File: src/rtl/acq_pkg.sv
package acq_pkg;
    parameter int unsigned WORD_W = 32;
    typedef logic [WORD_W-1:0] word_t;
    typedef enum logic [1:0] {
        ST_IDLE  = 2'd0,
        ST_SETUP = 2'd1,
        ST_TRIG  = 2'd2,
        ST_READ  = 2'd3
    } acq_state_e;
endpackage

File: src/rtl/acq_lane.sv
module acq_lane #(
    parameter int unsigned W    = 32,
    parameter bit          SWAP = 1'b1
) (
    input  logic [W-1:0] din,
    output logic [W-1:0] dout
);
    localparam int unsigned NB = W / 8;

    generate
        if (SWAP) begin : g_swap
            for (genvar b = 0; b < NB; b++) begin : g_byte
                assign dout[8*b +: 8] = din[8*(NB-1-b) +: 8];
            end
        end else begin : g_pass
            assign dout = din;
        end
    endgenerate
endmodule

File: src/rtl/acq_regs.sv
module acq_regs
    import acq_pkg::*;
#(
    parameter int unsigned      S_AW      = 32,
    parameter logic [S_AW-1:0]  BASE_ADDR = 32'h0004_0000,
    parameter int unsigned      SW_W      = 8
) (
    input  logic            clk,
    input  logic            rst_n,
    input  logic            s_req,
    input  logic            s_we,
    input  logic [S_AW-1:0] s_addr,
    input  word_t           s_wdata,
    output logic            s_ack,
    output word_t           s_rdata,
    input  logic [SW_W-1:0] dbg_sw,
    output logic            run,
    output word_t           aout1,
    output word_t           aout2
);
    localparam int unsigned RUN_BIT = SW_W;

    typedef struct packed {
        logic  run;
        word_t ao1;
        word_t ao2;
        word_t scr;
        word_t rdata;
        logic  ack;
    } regs_t;

    regs_t r_q, r_d;
    logic  hit;
    word_t ctrl_word;

    always_comb begin
        hit = (s_addr[S_AW-1:4] == BASE_ADDR[S_AW-1:4]) && (s_addr[1:0] == 2'b00);
        ctrl_word = '0;
        ctrl_word[SW_W-1:0] = dbg_sw;
        ctrl_word[RUN_BIT]  = r_q.run;

        r_d     = r_q;
        r_d.ack = s_req && hit;
        if (s_req && hit) begin
            if (s_we) begin
                unique case (s_addr[3:2])
                    2'd0: r_d.run = s_wdata[RUN_BIT];
                    2'd1: r_d.ao1 = s_wdata;
                    2'd2: r_d.ao2 = s_wdata;
                    default: r_d.scr = s_wdata;
                endcase
            end else begin
                unique case (s_addr[3:2])
                    2'd0: r_d.rdata = ctrl_word;
                    2'd1: r_d.rdata = r_q.ao1;
                    2'd2: r_d.rdata = r_q.ao2;
                    default: r_d.rdata = r_q.scr;
                endcase
            end
        end
    end

    always_ff @(posedge clk) begin
        if (!rst_n) r_q <= '0;
        else        r_q <= r_d;
    end

    assign s_ack   = r_q.ack;
    assign s_rdata = r_q.rdata;
    assign run     = r_q.run;
    assign aout1   = r_q.ao1;
    assign aout2   = r_q.ao2;

    assert_ack_in_window_R4: assert property (@(posedge clk) disable iff (!rst_n)
        s_ack |-> $past(s_req && s_addr[S_AW-1:4] == BASE_ADDR[S_AW-1:4]));

    assert_ack_after_req_R2: assert property (@(posedge clk) disable iff (!rst_n)
        s_ack |-> $past(s_req));

    assert_reserved_zero_R3: assert property (@(posedge clk) disable iff (!rst_n)
        (s_ack && $past(!s_we && s_addr[3:2] == 2'd0)) |-> (s_rdata[31:RUN_BIT+1] == '0));
endmodule

File: src/rtl/acq_master.sv
module acq_master
    import acq_pkg::*;
#(
    parameter int unsigned      M_AW      = 32,
    parameter logic [M_AW-1:0]  BCR_ADDR  = 32'h8000_0000,
    parameter logic [M_AW-1:0]  BUF_ADDR  = 32'h8000_0018,
    parameter word_t            TRIG_WORD = 32'h0000_1000,
    parameter int unsigned      MAX_CH    = 8,
    localparam int unsigned     CH_W      = $clog2(MAX_CH),
    localparam int unsigned     CNT_W     = CH_W + 1
) (
    input  logic             clk,
    input  logic             rst_n,
    input  logic             run,
    input  logic [CNT_W-1:0] chan_cnt,
    output logic             m_req,
    output logic             m_we,
    output logic [M_AW-1:0]  m_addr,
    output word_t            m_wdata,
    input  word_t            rd_word,
    input  logic             m_ack,
    output logic             samp_valid,
    output logic [CH_W-1:0]  samp_chan,
    output word_t            samp_data
);
    typedef struct packed {
        acq_state_e      st;
        logic [M_AW-1:0] bcr_a;
        logic [M_AW-1:0] buf_a;
        logic [CH_W-1:0] chan;
        logic [CH_W-1:0] last;
        logic            sv;
        logic [CH_W-1:0] sc;
        word_t           sd;
    } mst_t;

    mst_t             q, d;
    logic [CNT_W-1:0] lim;

    always_comb begin
        if (chan_cnt == '0)                       lim = CNT_W'(1);
        else if (chan_cnt > CNT_W'(MAX_CH))       lim = CNT_W'(MAX_CH);
        else                                      lim = chan_cnt;

        d    = q;
        d.sv = 1'b0;
        unique case (q.st)
            ST_IDLE: begin
                if (run) d.st = ST_SETUP;
            end
            ST_SETUP: begin
                d.bcr_a = BCR_ADDR;
                d.buf_a = BUF_ADDR;
                d.st    = ST_TRIG;
            end
            ST_TRIG: begin
                if (m_ack) begin
                    d.last = CH_W'(lim - 1'b1);
                    d.chan = '0;
                    d.st   = ST_READ;
                end
            end
            default: begin
                if (m_ack) begin
                    d.sv = 1'b1;
                    d.sc = q.chan;
                    d.sd = rd_word;
                    if (q.chan == q.last) d.st = run ? ST_TRIG : ST_IDLE;
                    else                  d.chan = q.chan + 1'b1;
                end
            end
        endcase
    end

    always_ff @(posedge clk) begin
        if (!rst_n) q <= '0;
        else        q <= d;
    end

    assign m_req      = (q.st == ST_TRIG) || (q.st == ST_READ);
    assign m_we       = (q.st == ST_TRIG);
    assign m_addr     = (q.st == ST_TRIG) ? q.bcr_a : q.buf_a;
    assign m_wdata    = TRIG_WORD;
    assign samp_valid = q.sv;
    assign samp_chan  = q.sc;
    assign samp_data  = q.sd;

    assert_req_hold_R9: assert property (@(posedge clk) disable iff (!rst_n)
        (m_req && !m_ack) |=> (m_req && $stable(m_addr) && $stable(m_we)));

    assert_trigger_first_R6: assert property (@(posedge clk) disable iff (!rst_n)
        $rose(m_req) |-> (m_we && m_addr == BCR_ADDR));

    assert_sample_after_read_R8: assert property (@(posedge clk) disable iff (!rst_n)
        samp_valid |-> $past(m_req && m_ack && !m_we));

    assert_chan_bound_R7: assert property (@(posedge clk) disable iff (!rst_n)
        samp_valid |-> (samp_chan <= q.last));

    assert_stop_boundary_R10: assert property (@(posedge clk) disable iff (!rst_n)
        (q.st == ST_IDLE && $past(q.st == ST_READ)) |-> $past(!run && q.chan == q.last));
endmodule

File: src/rtl/acq_sequencer.sv
module acq_sequencer
    import acq_pkg::*;
#(
    parameter logic [31:0] BASE_ADDR  = 32'h0004_0000,
    parameter logic [31:0] BCR_ADDR   = 32'h8000_0000,
    parameter logic [31:0] BUF_ADDR   = 32'h8000_0018,
    parameter logic [31:0] TRIG_WORD  = 32'h0000_1000,
    parameter int unsigned MAX_CH     = 8,
    parameter bit          SWAP_BYTES = 1'b1,
    localparam int unsigned CH_W      = $clog2(MAX_CH),
    localparam int unsigned CNT_W     = CH_W + 1
) (
    input  logic             clk,
    input  logic             rst_n,
    input  logic             s_req,
    input  logic             s_we,
    input  logic [31:0]      s_addr,
    input  logic [31:0]      s_wdata,
    output logic             s_ack,
    output logic [31:0]      s_rdata,
    input  logic [7:0]       dbg_sw,
    output logic [31:0]      aout1,
    output logic [31:0]      aout2,
    input  logic [CNT_W-1:0] chan_cnt,
    output logic             m_req,
    output logic             m_we,
    output logic [31:0]      m_addr,
    output logic [31:0]      m_wdata,
    input  logic [31:0]      m_rdata,
    input  logic             m_ack,
    output logic             samp_valid,
    output logic [CH_W-1:0]  samp_chan,
    output logic [31:0]      samp_data
);
    logic  run;
    word_t rd_word;

    acq_regs #(
        .S_AW      (32),
        .BASE_ADDR (BASE_ADDR),
        .SW_W      (8)
    ) u_regs (
        .clk     (clk),
        .rst_n   (rst_n),
        .s_req   (s_req),
        .s_we    (s_we),
        .s_addr  (s_addr),
        .s_wdata (s_wdata),
        .s_ack   (s_ack),
        .s_rdata (s_rdata),
        .dbg_sw  (dbg_sw),
        .run     (run),
        .aout1   (aout1),
        .aout2   (aout2)
    );

    acq_lane #(
        .W    (WORD_W),
        .SWAP (SWAP_BYTES)
    ) u_lane (
        .din  (m_rdata),
        .dout (rd_word)
    );

    acq_master #(
        .M_AW      (32),
        .BCR_ADDR  (BCR_ADDR),
        .BUF_ADDR  (BUF_ADDR),
        .TRIG_WORD (TRIG_WORD),
        .MAX_CH    (MAX_CH)
    ) u_master (
        .clk        (clk),
        .rst_n      (rst_n),
        .run        (run),
        .chan_cnt   (chan_cnt),
        .m_req      (m_req),
        .m_we       (m_we),
        .m_addr     (m_addr),
        .m_wdata    (m_wdata),
        .rd_word    (rd_word),
        .m_ack      (m_ack),
        .samp_valid (samp_valid),
        .samp_chan  (samp_chan),
        .samp_data  (samp_data)
    );
endmodule

File: config.mk
export PLATFORM = sky130hd
export DESIGN_NAME = acq_sequencer
export DESIGN_NICKNAME = d
export VERILOG_FILES = /design/src/rtl/acq_pkg.sv /design/src/rtl/acq_lane.sv /design/src/rtl/acq_regs.sv /design/src/rtl/acq_master.sv /design/src/rtl/acq_sequencer.sv
export SDC_FILE = /design/constraint.sdc
export NUM_CORES = 1
export LEC_CHECK = 0
export BUFFER_PORTS_ARGS = -buffer_cell sky130_fd_sc_hd__buf_2
export CORE_MARGIN = 2
export CORE_UTILIZATION = 46
export DETAILED_ROUTE_END_ITERATION = 6
export GPL_TIMING_DRIVEN = 0
export PLACE_DENSITY = 0.7
export SETUP_SLACK_MARGIN = 0.3
export SLEW_MARGIN = 20
export SYNTH_ARGS = -nofsm -noshare
export SYNTH_HDL_FRONTEND = slang
export SYNTH_HIERARCHICAL = 1
export SYNTH_SLANG_ARGS = --single-unit
File: constraint.sdc
create_clock -name clk -period 3.55 [get_ports clk]
set_clock_uncertainty 0.15 [all_clocks]
set_input_delay 0.5325 -clock clk [delete_from_list [all_inputs] [get_ports clk]]
set_output_delay 0.5325 -clock clk [all_outputs]
set_load 0.01 [all_outputs]
Word level (Yosys, flattened, before mapping)

Index checks and enable logic that the tools add are counted.

Word-level logic and storage cells: 69
Bits in writable memories: 0
Register bits after elaboration: 176
Memories: 0
Memory bits (read-only): 0
Latch bits: 0

Div/mod/pow operators: 0
Add/subtract/negate cells: 2
Bitwise operators: 5
Shift operators: 0
Reduce and logical (&&, ||, !) cells: 22
Magnitude comparators: 1
Equality and inequality tests: 10
$mul: 0
Muxes and demuxes: 15

Operators with widths:

| operator               | number |
|---|---|
| $pmux W32 S3           | 1 |
| $mux W36               | 1 |
| $mux W32               | 1 |
| $eq A28 B15 Y1 const B | 1 |
| $reduce_and A3 Y1      | 5 |
| $mux W3                | 4 |
| $mux W2                | 5 |
| $eq A2 B2 Y1 const B   | 3 |
| $logic_not A2 Y1       | 3 |
| $mux W6                | 1 |
| $pmux W2 S3            | 1 |
| $pmux W3 S2            | 1 |
| $reduce_and A2 Y1      | 3 |
| $reduce_or A3 Y1       | 2 |
| $not A1 Y1             | 5 |
| $eq A2 B1 Y1 const B   | 2 |
| $gt A4 B4 Y1 const B   | 1 |
| $logic_not A4 Y1       | 1 |
| $ne A2 B2 Y1 const B   | 2 |
| $reduce_and A4 Y1      | 1 |
| $reduce_bool A4 Y1     | 1 |
| $reduce_or A4 Y1       | 1 |
| $add A3 B1 Y3 const B  | 1 |
| $eq A3 B3 Y1           | 1 |
| other kinds (6)        | 7 |

Depth between registers and ports, before layout

Gate-level depths: netlist of the first run.

Word-level depth: 6
Depth in mapped cells: 7

Cells and area by module

Netlist of the first run, hierarchy kept.

By module, submodules not included:

| module     | area each (um^2) | cells each | seq. area each (um^2) | times used |
|---|---|---|---|---|
| acq_regs   | 6,414.9          | 671        | 2,602.5               | 1 |
| acq_master | 2,655.0          | 322        | 900.9                 | 1 |
| acq_lane   | 240.2            | 32         | 0.0                   | 1 |

Worst setup path after synthesis of the first run

OpenSTA, ideal clock, no wires.

Path type: input port to flip-flop
Start point: input s_addr[23]
End point: register u_regs/r_q[41] (netlist name)
Path slack: 1.427 ns
Library setup time: 0.120 ns
Required time: 3.280 ns
Path buffers: 2
Data arrival time: 1.853 ns
Stages: 6
Path through: nor4_1 nand4_2 or3_1 buf_2 buf_6 mux2i_1

Longest elaborated chain between the ends: 4

RTL lines:

| what                               | RTL line            | text |
|---|---|---|
| start: declaration                 | acq_sequencer.sv:17 | `input logic [31:0] s_addr,` |
| $eq A28 B15 Y1                     | acq_regs.sv:37      | `hit = (s_addr[S_AW-1:4] == BASE_ADDR[S_AW-1:4]) && (s_addr[1:0] == 2'b00);` |
| $logic_and A1 B1 Y1                | acq_regs.sv:37      |  |
| $logic_and A1 B1 Y1                | acq_regs.sv:44      | `if (s_req && hit) begin` |
| $reduce_and A3 Y1 (no source line) | n/a                 |  |
| end signal: assignment             | acq_regs.sv:65      | `else r_q <= r_d;` |
| end: declaration                   | acq_regs.sv:32      | `regs_t r_q, r_d;` |

Every way passes these cells.
A chain may end at the register's enable or synchronous reset.

Final worst setup path of the first run

Start point: register u_master/q[106] (netlist name)
End point: output m_req

Longest elaborated chain between the ends: 2

RTL lines:

| what                     | RTL line            | text |
|---|---|---|
| start: declaration       | acq_master.sv:37    | `mst_t q, d;` |
| start signal: assignment | acq_master.sv:76    | `if (!rst_n) q <= '0;` |
| start signal: assignment | acq_master.sv:77    | `else q <= d;` |
| $eq A2 B2 Y1             | acq_master.sv:80    | `assign m_req = (q.st == ST_TRIG) \|\| (q.st == ST_READ);` |
| $logic_or A1 B1 Y1 (*)   | acq_master.sv:80    |  |
| end: declaration         | acq_sequencer.sv:25 | `output logic m_req,` |

Every way passes the cells marked *; elsewhere a longest branch is shown, timed or not.

==> flow_metrics.env, run 1 <==
export IMPL_r2r_start="u_master/q[106]$_SDFFE_PN0P_"
export IMPL_slew_headroom_pct=52.3
export IMPL_path_clk_slew_ns=0.07
export IMPL_ir_drop_uv=306
export IMPL_synth_seq_area_share_pct=37.6
export IMPL_cap_violations=0
export IMPL_dp_cells=1570
export IMPL_fmax_mhz=426
export IMPL_swShare_pct=25.2
export IMPL_p_sw_mw=1.02
export IMPL_p_per_area_nw_per_um2=352
export IMPL_synth_flop_cell="dfxtp_1"
export IMPL_crit_chain="inv_1 > ha_1 > or2_2 > buf_2"
export IMPL_rows=52
export IMPL_die_h_um=146
export IMPL_worst_setup_path_end_kind="output port"
export IMPL_drive_gt1_share_pct=38.8
export IMPL_io_buffers=216
export IMPL_synth_cell_types=45
export IMPL_post_cts_setup_buffers=0
export IMPL_slowest_delay_ns=0.39
export IMPL_grt_usage_pct=21.1
export IMPL_overflow=0
export IMPL_dr_total_vias=7247
export IMPL_pwr_share_comb_pct=7.4
export IMPL_setup_viol=0
export IMPL_core_um2=20000
export IMPL_post_drt_via_cell_ratio=4.52
export IMPL_min_path_type="in2reg"
export IMPL_grt_max_degree=18
export IMPL_hold_ws_ns=0.203
export IMPL_cts_repair_resized=0
export IMPL_area_growth_pct=23.6
export IMPL_drc_errors=0
export IMPL_antenna_found_initial=2
export IMPL_critPathKind="reg2out"
export IMPL_first_global_vias=6890
export IMPL_final_instance_count_excl_fill=1602
export IMPL_cts_hold_buf=0
export IMPL_boundaryPins=312
export IMPL_cp_max_fo=10
export IMPL_tns_ns=0
export IMPL_status="finished clean"
export IMPL_start_util_pct=46.5
export IMPL_synth_edf_count=0
export IMPL_cp_arrival_ns=1.66
export IMPL_max_slew_worst_pin_slew_ns=0.715
export IMPL_timing_final_crit_period_ns=2.35
export IMPL_yosysWarnings=6
export IMPL_clock_root_buffer="clkbuf_16"
export IMPL_fin_nets=1438
export IMPL_syn_avg_cell_area_um2=9.08
export IMPL_ys_seq_elements=175
export IMPL_p_int_mw=3.03
export IMPL_dr_pass1_iters=4
export IMPL_async_flop_share_pct=0
export IMPL_rsz0062_at_grt="false"
export IMPL_antenna_cells=0
export IMPL_finalHoldViolCount=0
export IMPL_worstHoldStart="m_rdata[18]"
export IMPL_cts_made_buffers=17
export IMPL_period_share_pct=66.1
export IMPL_fp_dieW_um=146
export IMPL_worstPathRequired_ns=2.87
export IMPL_cp_startpoint="u_master/q[106]$_SDFFE_PN0P_"
export IMPL_synth_area_um2=9310
export IMPL_grt_pass1_wl_um=36100
export IMPL_gp_congestion=0.808
export IMPL_routed_wirelength_um=22900
export IMPL_start_kind="flip-flop"
export IMPL_drt_iter0_drc=214
export IMPL_crit_slowest_cell="dfxtp_1"
export IMPL_antenna_left=0
export IMPL_clk_latency_ns=0.43
export IMPL_cts_tree="yes"
export IMPL_drv_slew=0
export IMPL_syn_inst=1025
export IMPL_seqPwrFrac_pct=48.5
export IMPL_clock_sinks=175
export IMPL_dieArea_um2=21400
export IMPL_power_mw=4.05
export IMPL_clock_path_buffers=2
export IMPL_htree_levels=4
export IMPL_clockPowerShare_pct=44.1
export IMPL_wl_per_cell_um=14.3
export IMPL_fillers=1850
export IMPL_leakage_nw=5.85
export IMPL_dp_hpwl_um=17200
[per-layer routing]
layer  track usage [%]  part of all wire [%]  vias up
met5                 0                 0.048        -
met4              6.31                   1.2        2
met3              5.03                   6.4       21
met2              36.1                    48      228
met1              26.5                    45     3305
li1                  -                     -     3691
[metrics by stage]
stage	setup WS [ns]	utilization [%]	area, µm²
floorplan	1.43	-	9530
global placement	0.964	54.6	11000
detailed placement	0.964	54.6	11000
CTS	1.18	57.4	11500
global route	1.08	57.4	11500
finish	1.20	57.4	11500
[power by group through the flow]
stage	Combinational (mW)	Sequential, mW	Clock, mW
2_1_floorplan	0.205	2.01	0
3_3_place_gp	0.299	2.01	0
3_5_place_dp	0.299	2.01	0
4_1_cts	0.300	1.96	1.83
5_1_grt	0.328	1.96	1.91
6_report	0.301	1.96	1.78
[layout make-up]
| cell class | instances | area, µm² | share of cell area [%] |
|---|---|---|---|
| multi-input cells | 620 | 4010 | 34.9 |
| clock buffers | 18 | 429 | 3.73 |
| inverters | 4 | 15.0 | 0.130 |
| repair buffers | 216 | 1080 | 9.40 |
| flip-flops and latches | 175 | 3500 | 30.4 |
| clock inverters | 14 | 126 | 1.10 |
| plain buffers | 285 | 2000 | 17.4 |
| well taps | 270 | 338 | 2.94 |
[registers in the layout, summed over array words and instances, names as in the netlist, 3 cells and up]
register,cells
u_master/samp_data,32
u_regs/aout1,32
u_regs/aout2,32
u_regs/r_q,32
u_regs/s_rdata,32
u_master/q,9
u_master/samp_chan,3
[critical path: cells and delay by family, from the launching register on]
family                     cells  cell delay (ns)
adders and majority gates      1             0.32
buffers and inverters          2             0.23
DFF                            1             0.39
and+or+nand+nor                1             0.31
[cell families (layout without fill, tap and decap cells)]
logic type / Yosys count / after routing / share of synthesized area (%)
simple gates: 314 / 314 / 14.5
mux: 165 / 165 / 19.0
buf+inv: 289 / 537 / 21.7
flops: 175 / 175 / 37.6
other cells: 2 / 61 / 0.0807
fa+ha+maj: 6 / 6 / 0.806
compound gates: 70 / 70 / 5.99
xor+xnor: 4 / 4 / 0.376
[placed cells by master, fill, tap and decap left out, types with 9 or more instances in the layout]
master	Yosys	final
nand2_1	271	271
clkbuf_16	0	17
dfxtp_1	175	175
clkbuf_1	32	33
mux2i_1	155	155
o2bb2ai_1	23	23
a21boi_1	35	35
buf_4	234	234
conb_1	2	61
buf_2	8	224
mux4_2	9	9
[synth_stat cells, types with 2 or more instances]
master	n	area, µm²
a21boi_1	35	263
and2_1	4	25.0
buf_1	5	18.8
buf_2	8	40.0
buf_4	234	1760
buf_6	6	67.6
clkbuf_1	32	120
conb_1	2	7.51
dfxtp_1	175	3500
ha_1	6	75.1
inv_1	4	15.0
mux2i_1	155	1550
mux4_2	9	203
nand2_1	271	1020
nand2b_1	4	25.0
nand3_1	3	15.0
nand4_2	2	25.0
nor2_1	4	15.0
nor2b_1	5	31.3
nor3_1	4	20.0
nor4_1	3	18.8
nor4_2	3	37.5
nor4b_2	2	30.0
o211a_1	2	20.0
o21a_1	2	15.0
o2bb2ai_1	23	201
or3_1	2	12.5
xor2_1	3	26.3
[final timing paths]
check / end / slack (ns) / depth (start not counted)
max: m_req / 1.20 / 4
min: u_master/samp_data[10]$_SDFFE_PN0P_ / 0.20 / 3
max reg2reg: u_master/q[107]$_SDFFE_PN0P_ / 1.48 / 7
min reg2reg: u_master/samp_data[0]$_SDFFE_PN0P_ / 0.30 / 2
No activity file was read; power rests on OpenSTA's default activity.
==> inputs of run 2 (changes only) <==
Settings changed: PLACE_DENSITY 0.7 to 0.73.
Clock period 3.55 ns to 2.1 ns, I/O delays scaled along.
==> run 2 against run 1 <==
Effect of this change: first-iteration DRC count rose by 38%; routed wire length rose by 3.2%; core utilization rose by 3.3 points; total power rose by 82%; count of clock-buffer cells in the layout fell by 1; largest cell class unchanged; largest power group is now the clock network; worst hold slack got worse by 0.18 ns; combinational power rose by 92%; global-route usage rose by 0.73 points; highest routed layer is now met4; critical path type unchanged.
==> flow_metrics.env, run 2 (synthesized netlist as in run 1, its figures left out) <==
export IMPL_gp_congestion=0.806
export IMPL_status="finished clean"
export IMPL_min_path_type="in2reg"
export IMPL_grt_usage_pct=21.8
export IMPL_final_instance_count_excl_fill=1640
export IMPL_finalHoldViolCount=0
export IMPL_io_buffers=216
export IMPL_cts_made_buffers=17
export IMPL_fin_ws_ns=0.260
export IMPL_clock_path_buffers=2
export IMPL_highest_layer="met4"
export IMPL_period_share_pct=87.6
export IMPL_fin_nets=1475
export IMPL_drc_errors=0
export IMPL_dp_worst_setup_slack_ns=-0.231
export IMPL_routed_wirelength_um=23600
export IMPL_wl_met1_um=10000
export IMPL_drv_slew=0
export IMPL_area_growth_pct=30.8
export IMPL_final_cell_mix="271 x nand2_1, 239 x buf_4, 219 x buf_2, 173 x dfxtp_1, 155 x mux2i_1"
export IMPL_clock_root_buffer="clkbuf_16"
export IMPL_cap_violations=0
export IMPL_slowest_delay_ns=0.36
export IMPL_drive_gt1_share_pct=39.7
export IMPL_core_um2=20000
export IMPL_crit_chain="ha_2 > or2_4 > buf_6"
export IMPL_rows=52
export IMPL_worst_setup_path_end_kind="output port"
export IMPL_antenna_found_initial=1
export IMPL_grt_pass1_wl_um=37300
export IMPL_cts_tree="yes"
export IMPL_post_drt_via_cell_ratio=4.57
export IMPL_path_clk_slew_ns=0.08
export IMPL_dr_pass1_iters=6
export IMPL_htree_levels=4
export IMPL_first_global_vias=7223
export IMPL_dr_total_vias=7498
export IMPL_drt_iter0_drc=296
export IMPL_worstPathRequired_ns=1.63
export IMPL_wl_per_cell_um=14.4
export IMPL_final_common_cell="nand2_1"
export IMPL_start_util_pct=46.5
export IMPL_clock_sinks=175
export IMPL_route_met2_wl_um=11800
export IMPL_dp_hpwl_um=17400
export IMPL_routed_wl_met3_um=1480
export IMPL_clk_latency_ns=0.42
export IMPL_crit_slowest_cell="dfxtp_4"
export IMPL_fmax_mhz=543
export IMPL_max_slew_worst_pin_slew_ns=0.699
export IMPL_post_route_util_pct=60.8
export IMPL_boundaryPins=312
export IMPL_start_kind="flip-flop"
export IMPL_fp_dieW_um=146
export IMPL_ir_drop_uv=481
export IMPL_fillers=1758
export IMPL_setup_viol=0
export IMPL_dieArea_um2=21400
export IMPL_p_per_area_nw_per_um2=604
export IMPL_cp_max_fo=5
export IMPL_timing_final_crit_period_ns=1.84
export IMPL_overflow=0
export IMPL_regArea_um2=3510
export IMPL_cp_arrival_ns=1.38
export IMPL_critPathKind="reg2out"
export IMPL_leakage_nw=6.13
export IMPL_die_h_um=146
export IMPL_grt_max_degree=20
export IMPL_slew_headroom_pct=53.4
export IMPL_antenna_left=0
export IMPL_rsz0062_at_grt="true"
export IMPL_multiInputGateArea_um2=4150
export IMPL_dp_cells=1570
[run 2: changes by cell type in the layout (fill, tap and decap cells not counted), moves of 5 or more]
cell	before	now
dlygate4sd3_1	0	31
clkbuf_1	33	25
clkbuf_2	0	6
buf_2	224	219
buf_4	234	239
[run 2: final timing paths]
check / start / to / cells after the start / slack [ns]
min reg2reg: u_master/samp_data[4]$_SDFFE_PN0P_ / u_master/samp_data[4]$_SDFFE_PN0P_ / 2 / 0.30
max reg2reg: u_master/q[107]$_SDFFE_PN0P_ / u_master/q[41]$_SDFFE_PN0P_ / 5 / 0.34
min: s_wdata[24] / u_regs/aout2[24]$_SDFFE_PN0P_ / 3 / 0.03
max: u_master/q[106]$_SDFFE_PN0P_ / m_req / 3 / 0.26
[run 2: critical path, delay by kind of cell, from the launching register on]
| kind | cells | cell delay (ns) |
|---|---|---|
| simple gates | 1 | 0.26 |
| buf+inv | 1 | 0.12 |
| fa+ha+maj | 1 | 0.22 |
| flops | 1 | 0.36 |
[run 2: report_power, final]
part           internal [mW]  leakage (nW)  switching, mW  total [mW]
combinational          0.276          4.40          0.302       0.578
sequential              3.31          1.41    0.000000521        3.31
clock                   1.96         0.323           1.50        3.47
[run 2: repair_timing]
| action | 4_1_cts | 5_1_grt |
|---|---|---|
| setup endpoints to repair | 95 | 108 |
| gates resized for setup | 10 | 28 |
| endpoints found under the hold margin | 31 | 0 |
| setup buffers | 4 | 2 |
| hold buffers | 31 | 0 |
| pin swaps | 1 | 3 |
[run 2: layout make-up]
type / instances / share of cell area (%)
flip-flops and latches: 175 / 28.8
diodes: 1 / 0.0206
clock buffers: 17 / 3.49
inverters: 4 / 0.123
well taps: 270 / 2.77
plain buffers: 285 / 16.8
clock inverters: 15 / 1.95
repair buffers: 253 / 12.0
multi-input cells: 620 / 34.1
[run 2: metrics by stage]
step	setup TNS [ns]	hold slack, ns	instance area [µm²]	power, mW
floorplan	0	0.285	9620	3.74
detailed placement	-13.29	0.296	11000	3.91
global route	0	0.0221	12200	7.62
global placement	-11.54	0.291	11000	3.91
CTS	0	0.0110	12100	7.42
finish	0	0.0254	12200	7.36
[run 2: metal layers]
metal	track usage (%)	vias up
li1	-	3769
met1	26.3	3460
met2	39.5	252
met3	4.94	17
met4	5.29	0
met5	0	-
==> inputs of run 3 (changes only) <==
Settings changed: BUFFER_PORTS_ARGS -buffer_cell sky130_fd_sc_hd__buf_2 to -buffer_cell sky130_fd_sc_hd__clkbuf_2, CELL_PAD_IN_SITES_DETAIL_PLACEMENT set to 0, CELL_PAD_IN_SITES_GLOBAL_PLACEMENT set to 1, CORE_UTILIZATION 46 to 34.
==> run 3 against run 2 <==
Effect of this change: non-clock buffer count is 4 higher; critical path depth is the same; total power fell by 2.0%; combinational power rose by 3%; worst setup slack lost 0.0095 ns; first-iteration DRC count increased by 9.5%.
==> flow_metrics.env, run 3 (synthesized netlist as in run 1, its figures left out) <==
export IMPL_status="finished clean"
export IMPL_dp_worst_setup_slack_ns=-0.206
export IMPL_p_per_area_nw_per_um2=588
export IMPL_start_util_pct=34.5
export IMPL_grt_max_degree=22
export IMPL_wl_per_cell_um=14.7
export IMPL_grt_usage_pct=17.5
export IMPL_final_instance_count_excl_fill=1714
export IMPL_worst_setup_path_end_kind="output port"
export IMPL_worstPathRequired_ns=1.63
export IMPL_boundaryPins=312
export IMPL_dp_cells=1641
export IMPL_overflow=0
export IMPL_leakage_nw=6.02
export IMPL_finalHoldViolCount=0
export IMPL_antenna_cells=0
export IMPL_io_buffers=216
export IMPL_gp_congestion=0.786
export IMPL_die_h_um=169
export IMPL_antenna_found_initial=0
export IMPL_max_slew_worst_pin_slew_ns=0.741
export IMPL_dr_total_vias=7402
export IMPL_fin_nets=1479
export IMPL_post_route_util_pct=45.5
export IMPL_critPathKind="reg2out"
export IMPL_dp_hpwl_um=18400
export IMPL_clk_latency_ns=0.44
export IMPL_core_um2=27000
export IMPL_cts_made_buffers=17
export IMPL_cp_max_fo=5
export IMPL_rows=60
export IMPL_fmax_mhz=541
export IMPL_final_area_um2=12300
export IMPL_routed_wirelength_um=25200
export IMPL_cts_tree="yes"
export IMPL_timing_final_crit_period_ns=1.85
export IMPL_cap_violations=0
export IMPL_final_common_cell="nand2_1"
export IMPL_clock_path_buffers=2
export IMPL_drv_slew=0
export IMPL_period_share_pct=88.1
export IMPL_post_drt_via_cell_ratio=4.32
export IMPL_place_area_um2=11100
export IMPL_setup_viol=0
export IMPL_dieArea_um2=28700
export IMPL_cp_arrival_ns=1.38
export IMPL_area_growth_pct=31.8
export IMPL_final_cell_mix="271 x nand2_1, 238 x buf_4, 220 x clkbuf_2, 173 x dfxtp_1, 155 x mux2i_1"
export IMPL_fin_ws_ns=0.250
export IMPL_clock_root_buffer="clkbuf_16"
export IMPL_min_path_type="in2reg"
export IMPL_antenna_left=0
export IMPL_drc_errors=0
export IMPL_drive_gt1_share_pct=39.5
export IMPL_path_clk_slew_ns=0.08
export IMPL_slew_headroom_pct=50.6
export IMPL_first_global_vias=7306
export IMPL_rsz0062_at_grt="true"
export IMPL_clock_sinks=175
export IMPL_dr_pass1_iters=4
export IMPL_ir_drop_uv=497
export IMPL_drt_iter0_drc=324
export IMPL_grt_pass1_wl_um=39100
export IMPL_power_mw=7.21
export IMPL_start_kind="flip-flop"
export IMPL_htree_levels=4
export IMPL_fp_dieW_um=169
[run 3: final cells by class]
class	instances	area [µm²]
fill	2749	14700
multi-input combinational	620	4150
sequential	175	3510
buffer	285	2050
timing repair buffer	257	1500
tap	341	427
clock buffer	17	425
clock inverter	15	194
inverter	4	17.5
[run 3: routing by layer]
layer / track usage [%] / vias to the layer above / wire length, µm
met3: 4.17 / 17 / 1310
met1: 22.0 / 3392 / 11500
met4: 3.53 / 0 / 220
met5: 0 / - / 0
met2: 30.5 / 223 / 12200
li1: - / 3770 / -
[run 3: where the power goes]
group | internal, mW | switching, mW | total (mW)
clock | 1.65 | 1.65 | 3.30
sequential | 3.31 | 0.000000625 | 3.31
combinational | 0.283 | 0.310 | 0.593
[run 3: final timing paths]
check	from	end	slack [ns]	cells past startpoint
setup / recovery	u_master/q[106]$_SDFFE_PN0P_	m_req	0.25	3
hold / removal	s_wdata[17]	u_regs/r_q[50]$_SDFFE_PN0P_	0.009	3
setup reg to reg	u_master/q[107]$_SDFFE_PN0P_	u_master/q[41]$_SDFFE_PN0P_	0.30	5
hold reg to reg	u_master/samp_data[10]$_SDFFE_PN0P_	u_master/samp_data[10]$_SDFFE_PN0P_	0.30	2
[run 3: stage by stage]
stage,setup TNS (ns),hold WS (ns)
2_1_floorplan,0,0.285
3_3_place_gp,-10.84,0.291
3_5_place_dp,-12.82,0.295
4_1_cts,0,0.000399
5_1_grt,0,0.00281
6_report,0,0.00883
[run 3: repair_timing]
action	4_1_cts	5_1_grt
resized for setup	12	29
endpoints found under the hold margin	39	0
pin swaps	2	3
endpoints found under the setup margin	72	119
hold buffers	36	0
buffers inserted	3	2
[run 3: critical path, cell delays in order, from the launching register on]
cell,delay (ns)
dfxtp_4,0.37
ha_2,0.22
or2_4,0.25
buf_6,0.12
